**src/rtl/fcvt_pkg.sv**
```systemverilog
package fcvt_pkg;

  typedef enum logic [1:0] {
    RND_NE = 2'd0,
    RND_TZ = 2'd1,
    RND_UP = 2'd2,
    RND_DN = 2'd3
  } rnd_e;

  typedef enum logic [2:0] {
    CLS_ZERO = 3'd0,
    CLS_SUB  = 3'd1,
    CLS_NORM = 3'd2,
    CLS_INF  = 3'd3,
    CLS_QNAN = 3'd4,
    CLS_SNAN = 3'd5
  } cls_e;

  typedef struct packed {
    logic nv;
    logic of;
    logic uf;
    logic nx;
  } fflags_t;

endpackage

```
**src/rtl/fcvt_classify.sv**
```systemverilog
module fcvt_classify
  import fcvt_pkg::*;
#(
  parameter int EW = 11,
  parameter int FW = 52
) (
  input  logic [EW-1:0] exp_in,
  input  logic [FW-1:0] frac_in,
  output cls_e          cls
);

  logic exp_max;
  logic exp_min;
  logic frac_nz;

  always_comb begin
    exp_max = &exp_in;
    exp_min = ~|exp_in;
    frac_nz = |frac_in;
    if (exp_max) begin
      if (!frac_nz)             cls = CLS_INF;
      else if (frac_in[FW-1])   cls = CLS_SNAN;  // legacy convention
      else                      cls = CLS_QNAN;
    end else if (exp_min) begin
      cls = frac_nz ? CLS_SUB : CLS_ZERO;
    end else begin
      cls = CLS_NORM;
    end
  end

endmodule

```
**src/rtl/fcvt_narrow.sv**
```systemverilog
module fcvt_narrow #(
  parameter int SRC_EW = 11,
  parameter int SRC_FW = 52,
  parameter int DST_EW = 8,
  parameter int DST_FW = 23
) (
  input  logic [SRC_EW-1:0] exp_in,
  input  logic [SRC_FW-1:0] frac_in,
  output logic [DST_FW+2:0] grs_sig,
  output logic [DST_EW-1:0] efield,
  output logic              tiny,
  output logic              huge
);

  localparam int SH        = SRC_FW - DST_FW - 3;
  localparam int W         = DST_FW + 4;
  localparam int XW        = SRC_EW + 2;
  localparam int SRC_BIAS  = (1 << (SRC_EW - 1)) - 1;
  localparam int DST_BIAS  = (1 << (DST_EW - 1)) - 1;
  localparam int DST_EMAX  = (1 << DST_EW) - 2;

  logic [SRC_FW:0]        sig;
  logic [W-1:0]           base;
  logic [W-1:0]           shifted;
  logic signed [XW-1:0]   te;
  logic [XW-1:0]          dsh;
  logic                   lost;
  logic                   lead_unused;
  int                     shamt;

  always_comb begin
    sig     = {1'b1, frac_in};
    base    = sig[SRC_FW -: W];
    base[0] = base[0] | (|sig[SH-1:0]);

    te   = $signed({2'b00, exp_in}) - $signed(XW'(SRC_BIAS - DST_BIAS));
    tiny = te[XW-1] || (te == '0);
    huge = !te[XW-1] && ($unsigned(te) > XW'(DST_EMAX));

    dsh   = XW'(1) - $unsigned(te);
    shamt = 0;
    if (tiny) shamt = (int'(dsh) > W) ? W : int'(dsh);

    shifted = base >> shamt;
    lost    = 1'b0;
    for (int i = 0; i < W; i++) begin
      if (i < shamt) lost = lost | base[i];
    end
    shifted[0]  = shifted[0] | lost;
    lead_unused = shifted[W-1];
    grs_sig     = shifted[W-2:0];
    efield      = tiny ? '0 : te[DST_EW-1:0];
  end

endmodule

```
**src/rtl/fcvt_round.sv**
```systemverilog
module fcvt_round
  import fcvt_pkg::*;
#(
  parameter int DST_EW = 8,
  parameter int DST_FW = 23
) (
  input  logic                     sign,
  input  logic [DST_FW+2:0]        grs_sig,
  input  logic [DST_EW-1:0]        efield,
  input  logic                     tiny,
  input  logic                     huge,
  input  rnd_e                     mode,
  output logic [DST_EW+DST_FW:0]   res,
  output fflags_t                  flags
);

  localparam int PW = DST_EW + DST_FW;

  logic          lsb, grd, stk, nx, inc, ovf, to_inf;
  logic [PW-1:0] sum;

  always_comb begin
    lsb = grs_sig[3];
    grd = grs_sig[2];
    stk = |grs_sig[1:0];
    nx  = grd | stk;
    unique case (mode)
      RND_NE:  inc = grd & (stk | lsb);
      RND_TZ:  inc = 1'b0;
      RND_UP:  inc = !sign & nx;
      default: inc = sign & nx;
    endcase
    sum    = {efield, grs_sig[DST_FW+2:3]} + PW'(inc);
    ovf    = huge | (&sum[PW-1 -: DST_EW]);
    to_inf = (mode == RND_NE) || (mode == RND_UP && !sign) || (mode == RND_DN && sign);
    if (ovf)
      res = to_inf ? {sign, {DST_EW{1'b1}}, {DST_FW{1'b0}}}
                   : {sign, {(DST_EW-1){1'b1}}, 1'b0, {DST_FW{1'b1}}};
    else
      res = {sign, sum};
    flags.nv = 1'b0;
    flags.of = ovf;
    flags.uf = tiny & nx;
    flags.nx = nx | ovf;
  end

endmodule

```
**src/rtl/fcvt_d2s.sv**
```systemverilog
module fcvt_d2s
  import fcvt_pkg::*;
#(
  parameter int SRC_EW = 11,
  parameter int SRC_FW = 52,
  parameter int DST_EW = 8,
  parameter int DST_FW = 23,
  localparam int SW = 1 + SRC_EW + SRC_FW,
  localparam int DW = 1 + DST_EW + DST_FW
) (
  input  logic          clk,
  input  logic          rst_n,
  input  logic [SW-1:0] src_bits,
  input  logic [1:0]    rnd_mode,
  output logic [DW-1:0] res_bits,
  output logic          flg_invalid,
  output logic          flg_overflow,
  output logic          flg_underflow,
  output logic          flg_inexact
);

  localparam logic [DW-1:0] DEF_NAN =
    {1'b0, {DST_EW{1'b1}}, 1'b0, {(DST_FW-1){1'b1}}};

  logic              sign;
  logic [SRC_EW-1:0] sexp;
  logic [SRC_FW-1:0] sfrac;
  logic [DST_FW-1:0] pay;
  rnd_e              mode;
  cls_e              cls;
  logic [DST_FW+2:0] grs_sig;
  logic [DST_EW-1:0] efield;
  logic              tiny, huge, min_pick;
  logic [DW-1:0]     rnd_res, res_nxt, res_q;
  fflags_t           rnd_flags, flg_nxt, flg_q;

  assign sign  = src_bits[SW-1];
  assign sexp  = src_bits[SW-2 -: SRC_EW];
  assign sfrac = src_bits[SRC_FW-1:0];
  assign pay   = sfrac[SRC_FW-1 -: DST_FW];
  assign mode  = rnd_e'(rnd_mode);

  fcvt_classify #(.EW(SRC_EW), .FW(SRC_FW)) u_cls (
    .exp_in(sexp), .frac_in(sfrac), .cls(cls)
  );

  fcvt_narrow #(.SRC_EW(SRC_EW), .SRC_FW(SRC_FW), .DST_EW(DST_EW), .DST_FW(DST_FW)) u_nar (
    .exp_in(sexp), .frac_in(sfrac), .grs_sig(grs_sig),
    .efield(efield), .tiny(tiny), .huge(huge)
  );

  fcvt_round #(.DST_EW(DST_EW), .DST_FW(DST_FW)) u_rnd (
    .sign(sign), .grs_sig(grs_sig), .efield(efield), .tiny(tiny),
    .huge(huge), .mode(mode), .res(rnd_res), .flags(rnd_flags)
  );

  // next-state selection
  always_comb begin
    res_nxt  = rnd_res;
    flg_nxt  = rnd_flags;
    min_pick = (mode == RND_UP && !sign) || (mode == RND_DN && sign);
    unique case (cls)
      CLS_SNAN: begin
        res_nxt = {sign, {DST_EW{1'b1}}, pay};
        flg_nxt = '{nv: 1'b1, of: 1'b0, uf: 1'b0, nx: 1'b0};
      end
      CLS_QNAN: begin
        res_nxt = (pay == '0) ? DEF_NAN : {sign, {DST_EW{1'b1}}, pay};
        flg_nxt = '0;
      end
      CLS_INF: begin
        res_nxt = {sign, {DST_EW{1'b1}}, {DST_FW{1'b0}}};
        flg_nxt = '0;
      end
      CLS_ZERO: begin
        res_nxt = {sign, {(DW-1){1'b0}}};
        flg_nxt = '0;
      end
      CLS_SUB: begin
        res_nxt = {sign, {(DW-2){1'b0}}, min_pick};
        flg_nxt = '{nv: 1'b0, of: 1'b0, uf: 1'b1, nx: 1'b1};
      end
      default: ;
    endcase
  end

  // result register
  always_ff @(posedge clk or negedge rst_n) begin
    if (!rst_n) begin
      res_q <= '0;
      flg_q <= '0;
    end else begin
      res_q <= res_nxt;
      flg_q <= flg_nxt;
    end
  end

  assign res_bits      = res_q;
  assign flg_invalid   = flg_q.nv;
  assign flg_overflow  = flg_q.of;
  assign flg_underflow = flg_q.uf;
  assign flg_inexact   = flg_q.nx;

  AST_OVF_SETS_NX: assert property (@(posedge clk) disable iff (!rst_n)
    flg_overflow |-> flg_inexact);
  AST_UF_SETS_NX: assert property (@(posedge clk) disable iff (!rst_n)
    flg_underflow |-> flg_inexact);
  AST_SUB_FLAGS: assert property (@(posedge clk) disable iff (!rst_n)
    (cls == CLS_SUB) |=> (flg_underflow && flg_inexact && !flg_overflow && !flg_invalid));
  AST_INF_ZERO_QUIET: assert property (@(posedge clk) disable iff (!rst_n)
    (cls == CLS_INF || cls == CLS_ZERO) |=>
      !(flg_invalid || flg_overflow || flg_underflow || flg_inexact));
  AST_NAN_STAYS_NAN: assert property (@(posedge clk) disable iff (!rst_n)
    (cls == CLS_QNAN || cls == CLS_SNAN) |=>
      ((&res_bits[DW-2 -: DST_EW]) && (res_bits[DST_FW-1:0] != '0)));
  AST_NV_ONLY_SNAN: assert property (@(posedge clk) disable iff (!rst_n)
    flg_invalid |-> ($past(cls) == CLS_SNAN));

endmodule

```
**config.mk**
```make
export PLATFORM = sky130hd
export DESIGN_NAME = fcvt_d2s
export DESIGN_NICKNAME = d
export VERILOG_FILES = /design/src/rtl/fcvt_pkg.sv /design/src/rtl/fcvt_classify.sv /design/src/rtl/fcvt_narrow.sv /design/src/rtl/fcvt_round.sv /design/src/rtl/fcvt_d2s.sv
export SDC_FILE = /design/constraint.sdc
export NUM_CORES = 1
export LEC_CHECK = 0
export BUFFER_PORTS_ARGS = -buffer_cell sky130_fd_sc_hd__buf_4
export CAP_MARGIN = 25
export CORE_MARGIN = 5
export CORE_UTILIZATION = 30
export DETAILED_ROUTE_END_ITERATION = 6
export GPL_TIMING_DRIVEN = 0
export SLEW_MARGIN = 10
export SYNTH_ARGS = -nofsm -noshare
export SYNTH_HDL_FRONTEND = slang
export SYNTH_SLANG_ARGS = --single-unit
```
**constraint.sdc**
```tcl
create_clock -name clk -period 0.8 [get_ports clk]
set_input_delay 0.2 -clock clk [delete_from_list [all_inputs] [get_ports clk]]
set_output_delay 0.2 -clock clk [all_outputs]
set_load 0.03 [all_outputs]
```
==> flow_metrics.env, run 1 <==
export IMPL_busiest_layer="met2"
export IMPL_synth_top_area_share=0.172
export IMPL_n_fill_cell=1765
export IMPL_antenna_found_initial=0
export IMPL_finalCritPeriodShare=7.86
export IMPL_root_buffer="clkbuf_16"
export IMPL_hold_start="src_bits[63]"
export IMPL_yosysTopAreaCell="dfrtp_1"
export IMPL_cts_buffers=5
export IMPL_clk_pin_slew_ns=0.05
export IMPL_grt_pass1_vias=6590
export IMPL_core_sq_um=17200
export IMPL_maxCapViolations=0
export IMPL_clock_fmax_mhz=159
export IMPL_setup_viol=72
export IMPL_syn_inst=744
export IMPL_multiInputGateArea_sq_um=4530
export IMPL_relSlewSlack=0.395
export IMPL_cp_slowest_stage_delay_ns=0.55
export IMPL_vias=6965
export IMPL_worst_setup_path_type="primary input to flip-flop"
export IMPL_hold_end="res_bits[31]$_DFF_PN0_"
export IMPL_crit_top_cell="buf_6"
export IMPL_drt_iter0_markers=801
export IMPL_antenna_cells=0
export IMPL_hold_viol=0
export IMPL_syn_num_nets=819
export IMPL_track_usage=0.256
export IMPL_rows=48
export IMPL_cp_required_ns=0.98
export IMPL_ys_warn_count=0
export IMPL_finalMaxSlewViolations=0
export IMPL_syn_avg_cell_area_sq_um=7.06
export IMPL_start_kind="primary input"
export IMPL_place_congestion=1.07
export IMPL_synth_seq_cells=36
export IMPL_yosysSeqAreaShare=0.172
export IMPL_powerDensity_nw_per_um2=1170
export IMPL_met1_usage=0.342
export IMPL_critPathArrivalTime_ns=6.46
export IMPL_violations="setup timing"
export IMPL_dp_hpwl_microns=19900
export IMPL_drt_pass1_iter_count=6
export IMPL_fp_dieH_microns=142
export IMPL_wl_per_cell_microns=24.2
export IMPL_synthArstFlopShare=1.00
export IMPL_drc=0
export IMPL_worstMarginPinSlew_ns=0.906
export IMPL_nets=968
export IMPL_slowest_stage="or4_1"
export IMPL_die_w_microns=142
export IMPL_initial_core_util=0.305
export IMPL_gr_usage_met2=0.408
export IMPL_clock_path_buffers=2
export IMPL_leakage_nw=3.01
export IMPL_grt_pass1_wl_microns=40300
export IMPL_period_needed_ns=6.28
export IMPL_hold_path_depth=3
export IMPL_fin_setup_tns_ns=-186.95
export IMPL_syn_area_sq_um=5250
export IMPL_grt_max_degree=37
export IMPL_ir_drop_mv=0.938
export IMPL_ios=104
export IMPL_portBuffers=87
export IMPL_hp_class="primary input to flip-flop"
export IMPL_total_power_mw=9.03
export IMPL_routed_wl_microns=27000
export IMPL_crit_path_max_fanout=10
export IMPL_yosysUniqueCellTypes=79
export IMPL_layout_drive_gt1_share=0.351
export IMPL_vias_per_cell=6.23
export IMPL_grt_ovfl_total=0
export IMPL_regArea_sq_um=901
export IMPL_synth_edff_count=0
export IMPL_synthTopCellsByArea="dfrtp_1, o21ai_0, nand2_1"
export IMPL_rsz0062_at_grt="yes"
export IMPL_cts_sinks=36
export IMPL_ant_nets=0
export IMPL_htree_levels=2
export IMPL_ys_flop_type="dfrtp_1"
export IMPL_end_kind="flip-flop"
export IMPL_setup_ws_ns=-5.48
export IMPL_cts_tree="done"
export IMPL_cpLargestDelayFamily="simple AND/OR/NAND/NOR gates"
export IMPL_area_growth_pct=47.4
export IMPL_cp_buffers_inverters=7
export IMPL_die_area_sq_um=20300
export IMPL_met3_usage=0.0497
export IMPL_outcome="complete, but fails checks"
report_power, final:
group	total (mW)	internal, mW	switching (mW)
logic	4.92	1.93	2.99
clock network	1.96	1.30	0.654
registers	2.15	2.05	0.100
total	9.03	5.28	3.75
worst max path at each step:
stage | startpoint | to | depth (start not counted)
finish | src_bits[53] | res_bits[13]$_DFF_PN0_ | 31
global route | src_bits[53] | res_bits[11]$_DFF_PN0_ | 30
CTS | src_bits[59] | res_bits[18]$_DFF_PN0_ | 33
detailed placement | src_bits[53] | res_bits[2]$_DFF_PN0_ | 28
global placement | src_bits[53] | res_bits[6]$_DFF_PN0_ | 28
floorplan | src_bits[59] | res_bits[18]$_DFF_PN0_ | 31
state kept, by name, indices dropped and copies added, names as in the netlist:
register and cells:
flg_inexact 1, flg_invalid 1, flg_overflow 1, flg_underflow 1
res_bits 32
cell usage after synthesis (all sizes together) (7+ instances only):
master,n
ha,7
nand4,18
a211oi,8
nor3,26
buf,26
nor2b,9
and4,7
nand3,28
mux2i,22
nand2,81
xor2,14
o221ai,9
dfrtp,36
and3,8
o21ai,67
inv,16
xnor2,20
o211ai,37
o22ai,8
or3,7
nor2,61
o2111ai,10
a21oi,48
clkbuf,42
nand2b,10
nor4,19
or4,9
final cells by class:
cell class | count | share of cell area
clock buffer | 7 | 0.0197
sequential | 36 | 0.116
timing repair buffer | 143 | 0.160
inverter | 17 | 0.00953
tap | 225 | 0.0364
multi-input combinational | 624 | 0.585
buffer | 66 | 0.0730
logic make-up after synthesis:
| logic type | share of synthesized area |
|---|---|
| muxes | 0.0441 |
| DFF | 0.172 |
| and+or+nand+nor | 0.303 |
| xor gates and xnor gates | 0.0603 |
| adders and majority gates | 0.0167 |
| AOI/OAI and AO/OA | 0.337 |
| buffers and inverters | 0.0684 |
placed cells by master (no fill, tap or decap), drive strengths merged, types with 10 or more instances in the layout:
master,Yosys,layout
xnor2,20,21
nand3,28,28
mux2i,22,22
nand2,81,81
nor4,19,19
nor3,26,26
inv,16,15
o211ai,37,37
xor2,14,14
dfrtp,36,36
nand2b,10,10
nand4,18,18
nor2,61,61
a21oi,48,48
o2111ai,10,10
o21ai,67,67
buf,26,171
clkbuf,42,44
stage by stage:
stage	hold slack [ns]	area [sq um]	utilization	worst slack, ns	std cells
2_1_floorplan	-0.0956	5540	-	-5.23	744
3_3_place_gp	0.170	6480	0.376	-6.77	1056
3_5_place_dp	0.172	6480	0.376	-6.69	1056
4_1_cts	0.208	7540	0.437	-5.38	1104
5_1_grt	0.226	7740	0.449	-5.70	1118
6_report	0.204	7740	0.449	-5.48	1118
metal layers:
layer | up-vias | wire, microns
met4 | 0 | 1220
li1 | 3145 | -
met3 | 96 | 2680
met1 | 3295 | 10800
met2 | 429 | 12400
met5 | - | 0
timing repair:
action / CTS / global route
setup endpoints to repair: 72 / 108
endpoints found under the hold margin: 36 / 0
hold buffers: 1 / 0
setup buffers: 38 / 15
cloned: 3 / 0
pin swaps: 46 / 31
gates resized for setup: 146 / 35
Note: power is estimated with default switching activity, not from simulation.
==> run 2, diff against run 1 <==
--- a/config.mk
+++ b/config.mk
@@ -7,6 +7,7 @@
 export LEC_CHECK = 0
 export BUFFER_PORTS_ARGS = -buffer_cell sky130_fd_sc_hd__buf_4
 export CAP_MARGIN = 25
+export CORE_ASPECT_RATIO = 1.75
 export CORE_MARGIN = 5
 export CORE_UTILIZATION = 30
 export DETAILED_ROUTE_END_ITERATION = 6
@@ -14,4 +15,5 @@
 export SLEW_MARGIN = 10
 export SYNTH_ARGS = -nofsm -noshare
 export SYNTH_HDL_FRONTEND = slang
+export SYNTH_HIERARCHICAL = 1
 export SYNTH_SLANG_ARGS = --single-unit
==> flow_metrics.env, run 2 <==
export IMPL_routed_wl_microns=25100
export IMPL_hold_viol=0
export IMPL_track_usage=0.229
export IMPL_powerDensity_nw_per_um2=1150
export IMPL_cp_buffers_inverters=4
export IMPL_ant_nets=0
export IMPL_grt_pass1_vias=6799
export IMPL_rows=65
export IMPL_ir_drop_mv=0.971
export IMPL_worst_setup_path_type="primary input to flip-flop"
export IMPL_grt_max_degree=37
export IMPL_drt_iter0_markers=380
export IMPL_vias_per_cell=5.96
export IMPL_ios=104
export IMPL_die_w_microns=112
export IMPL_period_needed_ns=5.53
export IMPL_root_buffer="clkbuf_16"
export IMPL_p_sw_mw=3.87
export IMPL_syn_inst=707
export IMPL_dp_hpwl_microns=19300
export IMPL_htree_levels=2
export IMPL_cpLargestDelayFamily="compound AO/OA/AOI/OAI gates"
export IMPL_synth_edff_count=0
export IMPL_final_cell_mix="buf_4, nand2_1, buf_6, a21oi_1, dfrtp_1"
export IMPL_relSlewSlack=0.370
export IMPL_cts_tree="done"
export IMPL_vias=6668
export IMPL_place_congestion=1.03
export IMPL_start_kind="primary input"
export IMPL_utilization=0.462
export IMPL_maxCapViolations=0
export IMPL_crit_path_max_fanout=10
export IMPL_yosysTopAreaCell="dfrtp_1"
export IMPL_syn_area_sq_um=5420
export IMPL_fp_dieH_microns=188
export IMPL_grt_ovfl_total=0
export IMPL_largest_reg_flops=32
export IMPL_finalCritPeriodShare=6.91
export IMPL_synthTopCellsByArea="dfrtp_1, mux2i_1, nand2_1"
export IMPL_synthArstFlopShare=1.00
export IMPL_syn_num_nets=782
export IMPL_setup_ws_ns=-4.73
export IMPL_worstMarginPinSlew_ns=0.938
export IMPL_area_growth_pct=52.4
export IMPL_p_int_mw=5.63
export IMPL_wl_per_cell_microns=22.4
export IMPL_layout_drive_gt1_share=0.442
export IMPL_outcome="complete, but fails checks"
export IMPL_leakage_nw=3.35
export IMPL_ys_flop_type="dfrtp_1"
export IMPL_syn_avg_cell_area_sq_um=7.67
export IMPL_drc=0
export IMPL_critPathArrivalTime_ns=5.66
export IMPL_antenna_cells=0
export IMPL_synth_top_area_share=0.166
export IMPL_comb_power_share=0.571
export IMPL_synth_seq_cells=36
export IMPL_drt_pass1_iter_count=5
export IMPL_yosysUniqueCellTypes=88
export IMPL_antenna_found_initial=0
export IMPL_cp_slowest_stage_delay_ns=0.50
export IMPL_power_frac_clock=0.200
export IMPL_cts_buffers=5
export IMPL_clk_pin_slew_ns=0.05
export IMPL_layout_commonest_cell="buf_4"
export IMPL_nets=958
export IMPL_yosysSeqAreaShare=0.166
export IMPL_ys_top_cells_by_count="nand2_1, a21oi_1, mux2i_1"
export IMPL_grt_pass1_wl_microns=37800
export IMPL_p_sw_frac=0.407
export IMPL_clock_fmax_mhz=181
export IMPL_initial_core_util=0.303
export IMPL_cts_sinks=36
export IMPL_ys_warn_count=6
export IMPL_cp_required_ns=0.94
export IMPL_yosysMostFrequentCell="nand2_1"
export IMPL_slowest_stage="or4_4"
export IMPL_portBuffers=103
export IMPL_end_kind="flip-flop"
export IMPL_core_sq_um=17900
export IMPL_total_power_mw=9.50
export IMPL_die_area_sq_um=21000
export IMPL_rsz0062_at_grt="yes"
export IMPL_seq_power_share=0.230
export IMPL_finalMaxSlewViolations=0
export IMPL_hp_class="primary input to flip-flop"
export IMPL_setup_viol=72
export IMPL_clock_path_buffers=2
export IMPL_violations="setup timing"
run 2: what timing repair did:
action,CTS,global route
setup buffers,55,18
resized for setup,147,63
setup endpoints to repair,72,108
hold endpoints to repair,36,0
pin swaps,36,34
hold buffers,1,0
run 2: worst paths after layout:
| path | start | end | slack (ns) | cells after the start |
|---|---|---|---|---|
| max | src_bits[56] | res_bits[21]$_DFF_PN0_ | -4.73 | 28 |
| min | src_bits[51] | res_bits[22]$_DFF_PN0_ | 0.30 | 3 |
| max in group asynchronous | rst_n | res_bits[22]$_DFF_PN0_ | 0.18 | 2 |
| min in group asynchronous | rst_n | res_bits[14]$_DFF_PN0_ | 0.36 | 2 |
run 2: logic make-up after synthesis:
group | synth area share
adder cells (fa/ha/maj) | 0.0162
multiplexers | 0.111
XOR/XNOR | 0.0565
buffers and inverters | 0.0720
AO/OA/AOI/OAI | 0.310
flip-flops | 0.166
AND/OR/NAND/NOR | 0.267
other | 0.000692
run 2: tightest hold or removal path, cell delays in order:
cell     delay [ns]
buf_4          0.18
inv_1          0.07
o21ai_1        0.07
run 2: routing by layer:
| layer | vias up | GRT usage | routed length (microns) |
|---|---|---|---|
| met5 | - | 0 | 0 |
| met4 | 0 | 0.186 | 2060 |
| met3 | 112 | 0.0158 | 875 |
| met2 | 268 | 0.437 | 13900 |
| met1 | 3256 | 0.218 | 8260 |
| li1 | 3032 | - | - |
run 2: power groups by stage:
stage,Combinational (mW),Clock (mW),Sequential (mW)
6_report,5.42,1.90,2.18
5_1_grt,5.69,2.01,2.20
4_1_cts,5.18,1.96,2.18
3_5_place_dp,4.35,0,2.16
3_3_place_gp,4.34,0,2.17
2_1_floorplan,2.20,0,2.69
run 2: final cells by class:
class / count / area, sq um
Tap cell: 234 / 293
Clock buffer: 8 / 146
Fill cell: 1750 / 9630
Multi-Input combinational cell: 596 / 4910
Timing Repair Buffer: 171 / 1520
Inverter: 20 / 81.3
Sequential cell: 36 / 901
Buffer: 53 / 412
run 2: stage by stage:
stage / hold slack [ns] / setup WS [ns] / cells / area [sq um] / setup TNS, ns
2_1_floorplan: -0.0956 / -4.33 / 707 / 5660 / -141.85
3_3_place_gp: 0.174 / -5.82 / 1044 / 6720 / -193.55
3_5_place_dp: 0.178 / -5.78 / 1044 / 6720 / -192.16
4_1_cts: 0.281 / -4.61 / 1103 / 7920 / -161.46
5_1_grt: 0.310 / -4.85 / 1118 / 8260 / -169.45
6_report: 0.299 / -4.73 / 1118 / 8260 / -163.99
